File: src/rtl/jres_pkg.sv
package jres_pkg;
  // Opcode class values that carry branch semantics
  localparam logic [2:0] CLS_WIDE   = 3'h5;
  localparam logic [2:0] CLS_NARROW = 3'h6;

  // Operation codes found in opcode bits [7:4]
  localparam logic [3:0] OP_ALWAYS = 4'h0;
  localparam logic [3:0] OP_EQ     = 4'h1;
  localparam logic [3:0] OP_UGT    = 4'h2;
  localparam logic [3:0] OP_UGE    = 4'h3;
  localparam logic [3:0] OP_BITS   = 4'h4;
  localparam logic [3:0] OP_NE     = 4'h5;
  localparam logic [3:0] OP_SGT    = 4'h6;
  localparam logic [3:0] OP_SGE    = 4'h7;
  localparam logic [3:0] OP_CALL   = 4'h8;
  localparam logic [3:0] OP_LEAVE  = 4'h9;
  localparam logic [3:0] OP_ULT    = 4'ha;
  localparam logic [3:0] OP_ULE    = 4'hb;
  localparam logic [3:0] OP_SLT    = 4'hc;
  localparam logic [3:0] OP_SLE    = 4'hd;

  // Raw relations between left and right operand
  typedef struct packed {
    logic eq;
    logic ult;
    logic slt;
    logic any;
  } cmp_flags_t;

  // Control-flow outcome
  typedef struct packed {
    logic taken;
    logic call;
    logic leave;
    logic bad;
  } verdict_t;
endpackage

File: src/rtl/jres_decode.sv
module jres_decode
  import jres_pkg::*;
(
  input  logic [7:0] opcode,
  output logic [3:0] code,
  output logic       narrow,
  output logic       use_imm,
  output logic       legal
);
  logic [2:0] cls;
  logic       is_branch_cls;
  logic       wide_only;

  always_comb begin
    cls           = opcode[2:0];
    code          = opcode[7:4];
    use_imm       = ~opcode[3];
    narrow        = (cls == CLS_NARROW);
    is_branch_cls = (cls == CLS_WIDE) || (cls == CLS_NARROW);
    // unconditional jump and exit exist only in the 64-bit class
    wide_only     = (code == OP_ALWAYS) || (code == OP_LEAVE);
    legal         = is_branch_cls && (code <= OP_SLE) && !(narrow && wide_only);
  end
endmodule

File: src/rtl/jres_compare.sv
module jres_compare
  import jres_pkg::*;
#(
  parameter int W = 64
) (
  input  logic [W-1:0] lhs,
  input  logic [W-1:0] rhs,
  output cmp_flags_t   flags
);
  always_comb begin
    flags.eq  = (lhs == rhs);
    flags.ult = (lhs < rhs);
    flags.slt = ($signed(lhs) < $signed(rhs));
    flags.any = |(lhs & rhs);
  end
endmodule

File: src/rtl/jres_condition.sv
module jres_condition
  import jres_pkg::*;
(
  input  logic [3:0]  code,
  input  logic        legal,
  input  cmp_flags_t  flags,
  output verdict_t    verdict
);
  logic hit;

  always_comb begin
    unique case (code)
      OP_ALWAYS: hit = 1'b1;
      OP_EQ:     hit = flags.eq;
      OP_NE:     hit = ~flags.eq;
      OP_UGT:    hit = ~(flags.ult | flags.eq);
      OP_UGE:    hit = ~flags.ult;
      OP_ULT:    hit = flags.ult;
      OP_ULE:    hit = flags.ult | flags.eq;
      OP_SGT:    hit = ~(flags.slt | flags.eq);
      OP_SGE:    hit = ~flags.slt;
      OP_SLT:    hit = flags.slt;
      OP_SLE:    hit = flags.slt | flags.eq;
      OP_BITS:   hit = flags.any;
      default:   hit = 1'b0;
    endcase
    verdict.bad   = ~legal;
    verdict.call  = legal && (code == OP_CALL);
    verdict.leave = legal && (code == OP_LEAVE);
    verdict.taken = legal && hit;
  end
endmodule

File: src/rtl/jres_target.sv
module jres_target #(
  parameter int PC_W  = 32,
  parameter int OFF_W = 16
) (
  input  logic [PC_W-1:0]  pc,
  input  logic [OFF_W-1:0] offset,
  input  logic             taken,
  output logic [PC_W-1:0]  next_pc
);
  // PC_W is expected to exceed OFF_W
  localparam int EXT_W = PC_W - OFF_W;

  logic [PC_W-1:0] seq_pc;
  logic [PC_W-1:0] off_ext;

  always_comb begin
    seq_pc  = pc + PC_W'(1);
    off_ext = {{EXT_W{offset[OFF_W-1]}}, offset};
    next_pc = taken ? (seq_pc + off_ext) : seq_pc;
  end
endmodule

File: src/rtl/jres_out_stage.sv
module jres_out_stage #(
  parameter int DATA_W = 8
) (
  input  logic              clk,
  input  logic              rst_n,
  input  logic              up_valid,
  output logic              up_ready,
  input  logic [DATA_W-1:0] up_data,
  output logic              dn_valid,
  input  logic              dn_ready,
  output logic [DATA_W-1:0] dn_data
);
  logic              full_q;
  logic [DATA_W-1:0] data_q;

  assign up_ready = ~full_q | dn_ready;
  assign dn_valid = full_q;
  assign dn_data  = data_q;

  always_ff @(posedge clk) begin
    if (!rst_n) begin
      full_q <= 1'b0;
      data_q <= '0;
    end else if (up_ready) begin
      full_q <= up_valid;
      if (up_valid) data_q <= up_data;
    end
  end
endmodule

File: src/rtl/jump_resolver.sv
module jump_resolver
  import jres_pkg::*;
#(
  parameter int XLEN   = 64,
  parameter int NARROW = 32,
  parameter int PC_W   = 32,
  parameter int OFF_W  = 16,
  parameter int IMM_W  = 32
) (
  input  logic             clk,
  input  logic             rst_n,
  input  logic             in_valid,
  output logic             in_ready,
  input  logic [7:0]       in_opcode,
  input  logic [OFF_W-1:0] in_offset,
  input  logic [IMM_W-1:0] in_imm,
  input  logic [PC_W-1:0]  in_pc,
  input  logic [XLEN-1:0]  in_dst,
  input  logic [XLEN-1:0]  in_src,
  output logic             out_valid,
  input  logic             out_ready,
  output logic             out_taken,
  output logic [PC_W-1:0]  out_next_pc,
  output logic             out_call,
  output logic             out_exit,
  output logic             out_illegal,
  output logic [IMM_W-1:0] out_call_id
);
  localparam int NUM_W  = 2;
  localparam int IEXT_W = XLEN - IMM_W;
  localparam int PAY_W  = $bits(verdict_t) + PC_W + IMM_W;

  logic [3:0]      code;
  logic            narrow;
  logic            use_imm;
  logic            legal;
  logic [XLEN-1:0] rhs;
  cmp_flags_t      flags_by_w [NUM_W];
  cmp_flags_t      flags;
  verdict_t        verdict;
  logic [PC_W-1:0] next_pc;
  logic [PAY_W-1:0] pay_in;
  logic [PAY_W-1:0] pay_out;
  verdict_t        v_out;

  jres_decode u_decode (
    .opcode  (in_opcode),
    .code    (code),
    .narrow  (narrow),
    .use_imm (use_imm),
    .legal   (legal)
  );

  assign rhs = use_imm ? {{IEXT_W{in_imm[IMM_W-1]}}, in_imm} : in_src;

  // one comparator per operand width: index 0 full width, index 1 low word
  for (genvar g = 0; g < NUM_W; g++) begin : g_cmp
    localparam int CW = (g == 0) ? XLEN : NARROW;
    jres_compare #(.W(CW)) u_cmp (
      .lhs   (in_dst[CW-1:0]),
      .rhs   (rhs[CW-1:0]),
      .flags (flags_by_w[g])
    );
  end

  assign flags = narrow ? flags_by_w[1] : flags_by_w[0];

  jres_condition u_cond (
    .code    (code),
    .legal   (legal),
    .flags   (flags),
    .verdict (verdict)
  );

  jres_target #(.PC_W(PC_W), .OFF_W(OFF_W)) u_target (
    .pc      (in_pc),
    .offset  (in_offset),
    .taken   (verdict.taken),
    .next_pc (next_pc)
  );

  assign pay_in = {verdict, next_pc, (verdict.call ? in_imm : {IMM_W{1'b0}})};

  jres_out_stage #(.DATA_W(PAY_W)) u_stage (
    .clk      (clk),
    .rst_n    (rst_n),
    .up_valid (in_valid),
    .up_ready (in_ready),
    .up_data  (pay_in),
    .dn_valid (out_valid),
    .dn_ready (out_ready),
    .dn_data  (pay_out)
  );

  assign v_out       = pay_out[PAY_W-1 -: $bits(verdict_t)];
  assign out_next_pc = pay_out[IMM_W +: PC_W];
  assign out_call_id = pay_out[IMM_W-1:0];
  assign out_taken   = v_out.taken;
  assign out_call    = v_out.call;
  assign out_exit    = v_out.leave;
  assign out_illegal = v_out.bad;
endmodule

File: config.mk
export PLATFORM = sky130hd
export DESIGN_NAME = jump_resolver
export DESIGN_NICKNAME = d
export VERILOG_FILES = /design/src/rtl/jres_pkg.sv /design/src/rtl/jres_decode.sv /design/src/rtl/jres_compare.sv /design/src/rtl/jres_condition.sv /design/src/rtl/jres_target.sv /design/src/rtl/jres_out_stage.sv /design/src/rtl/jump_resolver.sv
export SDC_FILE = /design/constraint.sdc
export NUM_CORES = 1
export LEC_CHECK = 0
export CORE_MARGIN = 2
export CORE_UTILIZATION = 25
export DETAILED_ROUTE_END_ITERATION = 16
export SKIP_LAST_GASP = 1
export SYNTH_ARGS = -nofsm -noshare
export SYNTH_HDL_FRONTEND = slang
export SYNTH_HIERARCHICAL = 1
export SYNTH_SLANG_ARGS = --single-unit
File: constraint.sdc
create_clock -name clk -period 11.6 [get_ports clk]
set_input_delay 2.32 -clock clk [delete_from_list [all_inputs] [get_ports clk]]
set_output_delay 2.32 -clock clk [all_outputs]
set_load 0.01 [all_outputs]
==> metrics.txt <==
Iteration-0 DRC Markers 693; die outline height 214.7 um; run status finished, final reports clean; Starting Density 25.22%; router iterations before antenna repair 5; Slowest cell on crit path clkinv_2; final count of pins violating max slew 0; cell type contributing the most total cell area after synthesis ha_1; count of flip-flops with a built-in enable after synthesis 0; buffers inserted by post-CTS timing repair 0; Buffers & Inverters on Critical Path 6; deepest level of the CTS H-tree 3; proportion of netlist area held by the largest area contributor 26.03%; number of hold violations in the final report 0; list of cells traversed by the critical path clkdlybuf4s50_1, clkinv_2, buf_4, mux2_4, inv_1, ha_1, nand4_1, nor4_1, o21ai_0, a31oi_2, nor4_4, xnor2_1, mux2_2, nor3_1, a21oi_1, o32a_1, o21ai_4, buf_4, inv_1, a2111o_1, a21oi_1, nor3_2, nand2_1, mux2i_1; largest net degree at the start of global routing 77; hold_buf cts 0; later-pin clock latency in the skew report 0.36 ns; clock sink count 69; library cell used as clock root buffer clkbuf_16; number of library cell types mapped by synthesis 88; Synth warnings 6; worst-case headroom to the max-slew limit 11.46%; Critical Path Source Type primary input; detailed-route vias per instance 4.708; nets 2047; highest net fanout along the worst path 65; power per standard cell area 72.85 nW/um^2; count of buffers inserted at the top-level ports 289; Overflow after GRT 0; VDD IR max 0.07377 mV; buffer levels on the longest clock path 2; vias after detailed routing 10330; routability congestion estimate from global placement 0.8978; crit path DAT 8.78 ns; CP top delay family buffers and inverters; most used standard cell by instance count after synthesis ha_1; accumulated negative setup slack 0 ns; wire length of the first global-routing pass 58440 um; die area 46110 sq um; vias in the first global route 10420; Commonest cells post-synth ha_1, nand2_1, inv_1, a21oi_1, mux2i_1; antenna violations before repair 4; clock slew seen by the registers of the worst setup and hold paths 0.07 ns; max-capacitance violation count 0; Worst Skew 0.01175 ns; final HPWL from detailed placement 31030 um; top-level port count 290; share of the clock period used by the worst path after layout 73.82%; leading cell types by total area after synthesis ha_1, dfxtp_1, mux2_4; prevailing post-synth register cell dfxtp_1; kind of path behind the tightest hold check flip-flop to flip-flop; CP required 11.81 ns; measured slew at the worst slew-check pin 1.324 ns; # rows 77; CP peak stage delay 0.64 ns; fraction of final layout cells with drive strength greater than 1 8.000%; cell count after synthesis 1346; overall power 1075 uW; CTS tree built; area of the placeable core 44030 sq um; # fillers 4599; proportion of synthesized chip area in sequential cells 12.44%; Remaining DRCs 0; Net Count, Synth 1798; worst setup path category primary input to flip-flop; standby leakage power 0.006624 uW; Routed wire per std cell 17.15 um; global-route total usage across every layer 16.08%; total wire length after detailed routing 37630 um; maximum clock frequency 0.1168 GHz; clock buffer count from CTS 9; layout overhead on the synthesized area 32.92%; Crit. End Element flip-flop; number of register bits inferred by synthesis 69; die width 214.7 um; antenna violation net count after detailed routing 0; fraction of registers with async set/reset 0%; Final Setup Violations 0; setup repair after global routing missed its margin false; Post-Syn Area 11100 sq um; final period demand of the worst path 8.563 ns; post-cts sizing count 0; synthesized area per cell 8.248 sq um
state kept, by name, indices dropped and copies added (netlist names):
name              flops
u_stage/dn_data      68
u_stage/dn_valid      1
metal layers:
metal	global-route usage (%)	routed length, um	vias up
met4	4.815	775	4
met2	27.38	17580	305
met1	20.53	17120	4731
met3	3.001	2117	41
met5	0	26	-
li1	-	-	5248
final timing paths:
path,startpoint,to,slack (ns),depth (start not counted)
setup / recovery,in_opcode[3],u_stage/dn_data[62],3.04,24
hold / removal,u_stage/dn_data[61],u_stage/dn_data[61],0.46,2
setup reg to reg,u_stage/dn_valid,u_stage/dn_data[28],9.64,4
hold reg to reg,u_stage/dn_data[61],u_stage/dn_data[61],0.46,2
power breakdown:
| group | switching (uW) | internal, uW |
|---|---|---|
| Combinational | 260 | 246 |
| Sequential | 6.41 | 248 |
| Clock | 126 | 189 |
| Total | 392 | 683 |
final cells by class:
class                   count  area [sq um]  share of cell area, %
diodes                      2         5.005                0.03392
clock buffers               9         225.2                  1.526
clock inverters             7         95.09                 0.6444
inverters                 113         425.4                  2.883
multi-input cells        1108          8956                  60.69
flip-flops and latches     69          1381                  9.361
well taps                 592         740.7                  5.019
repair buffers            294          2928                  19.84
placed cells by master, fill, tap and decap left out, types with 11 or more instances in the layout:
cell type | Yosys | final
a21o_1 | 17 | 17
a21oi_1 | 91 | 91
and2_1 | 36 | 36
and3_1 | 11 | 11
and4_1 | 14 | 14
clkdlybuf4s50_1 | 0 | 288
dfxtp_1 | 69 | 69
ha_1 | 231 | 231
inv_1 | 113 | 112
mux2_2 | 11 | 11
mux2_4 | 60 | 60
mux2i_1 | 71 | 71
nand2_1 | 203 | 203
nand3_1 | 26 | 26
nand4_1 | 37 | 37
nor2_1 | 53 | 53
nor4_1 | 30 | 30
o21ai_0 | 31 | 31
xnor2_1 | 33 | 33
xor2_1 | 21 | 21
worst min-delay path: cells and delay by family (launching register included):
kind          cells  cell delay (ns)
mux               1             0.05
simple gates      1             0.05
flops             1             0.31
cell families (layout without fill, tap and decap cells):
logic type | Yosys count | after routing | share of synthesized area, %
flip-flops | 69 | 69 | 12.44
buffers and inverters | 169 | 423 | 7.123
multiplexers | 142 | 142 | 15.63
AO/OA/AOI/OAI | 218 | 218 | 12.93
AND/OR/NAND/NOR | 462 | 462 | 21.40
other | 0 | 2 | 0
XOR/XNOR | 54 | 54 | 4.260
adder cells (fa/ha/maj) | 232 | 232 | 26.21
per-stage QoR:
| step | worst slack, ns | std cells | instance area [sq um] | util, % | hold slack (ns) |
|---|---|---|---|---|---|
| 3_3_place_gp | 2.698 | 2176 | 14430 | 32.78 | 0.4428 |
| 5_1_grt | 2.499 | 2193 | 14750 | 33.51 | 0.4774 |
| 3_5_place_dp | 2.588 | 2176 | 14430 | 32.78 | 0.4458 |
| 6_report | 3.037 | 2194 | 14760 | 33.52 | 0.4551 |
| 4_1_cts | 2.979 | 2192 | 14750 | 33.50 | 0.4584 |
| 2_1_floorplan | 5.121 | 1346 | 11100 | - | 0.4790 |
(Power assumes the default switching activity.)
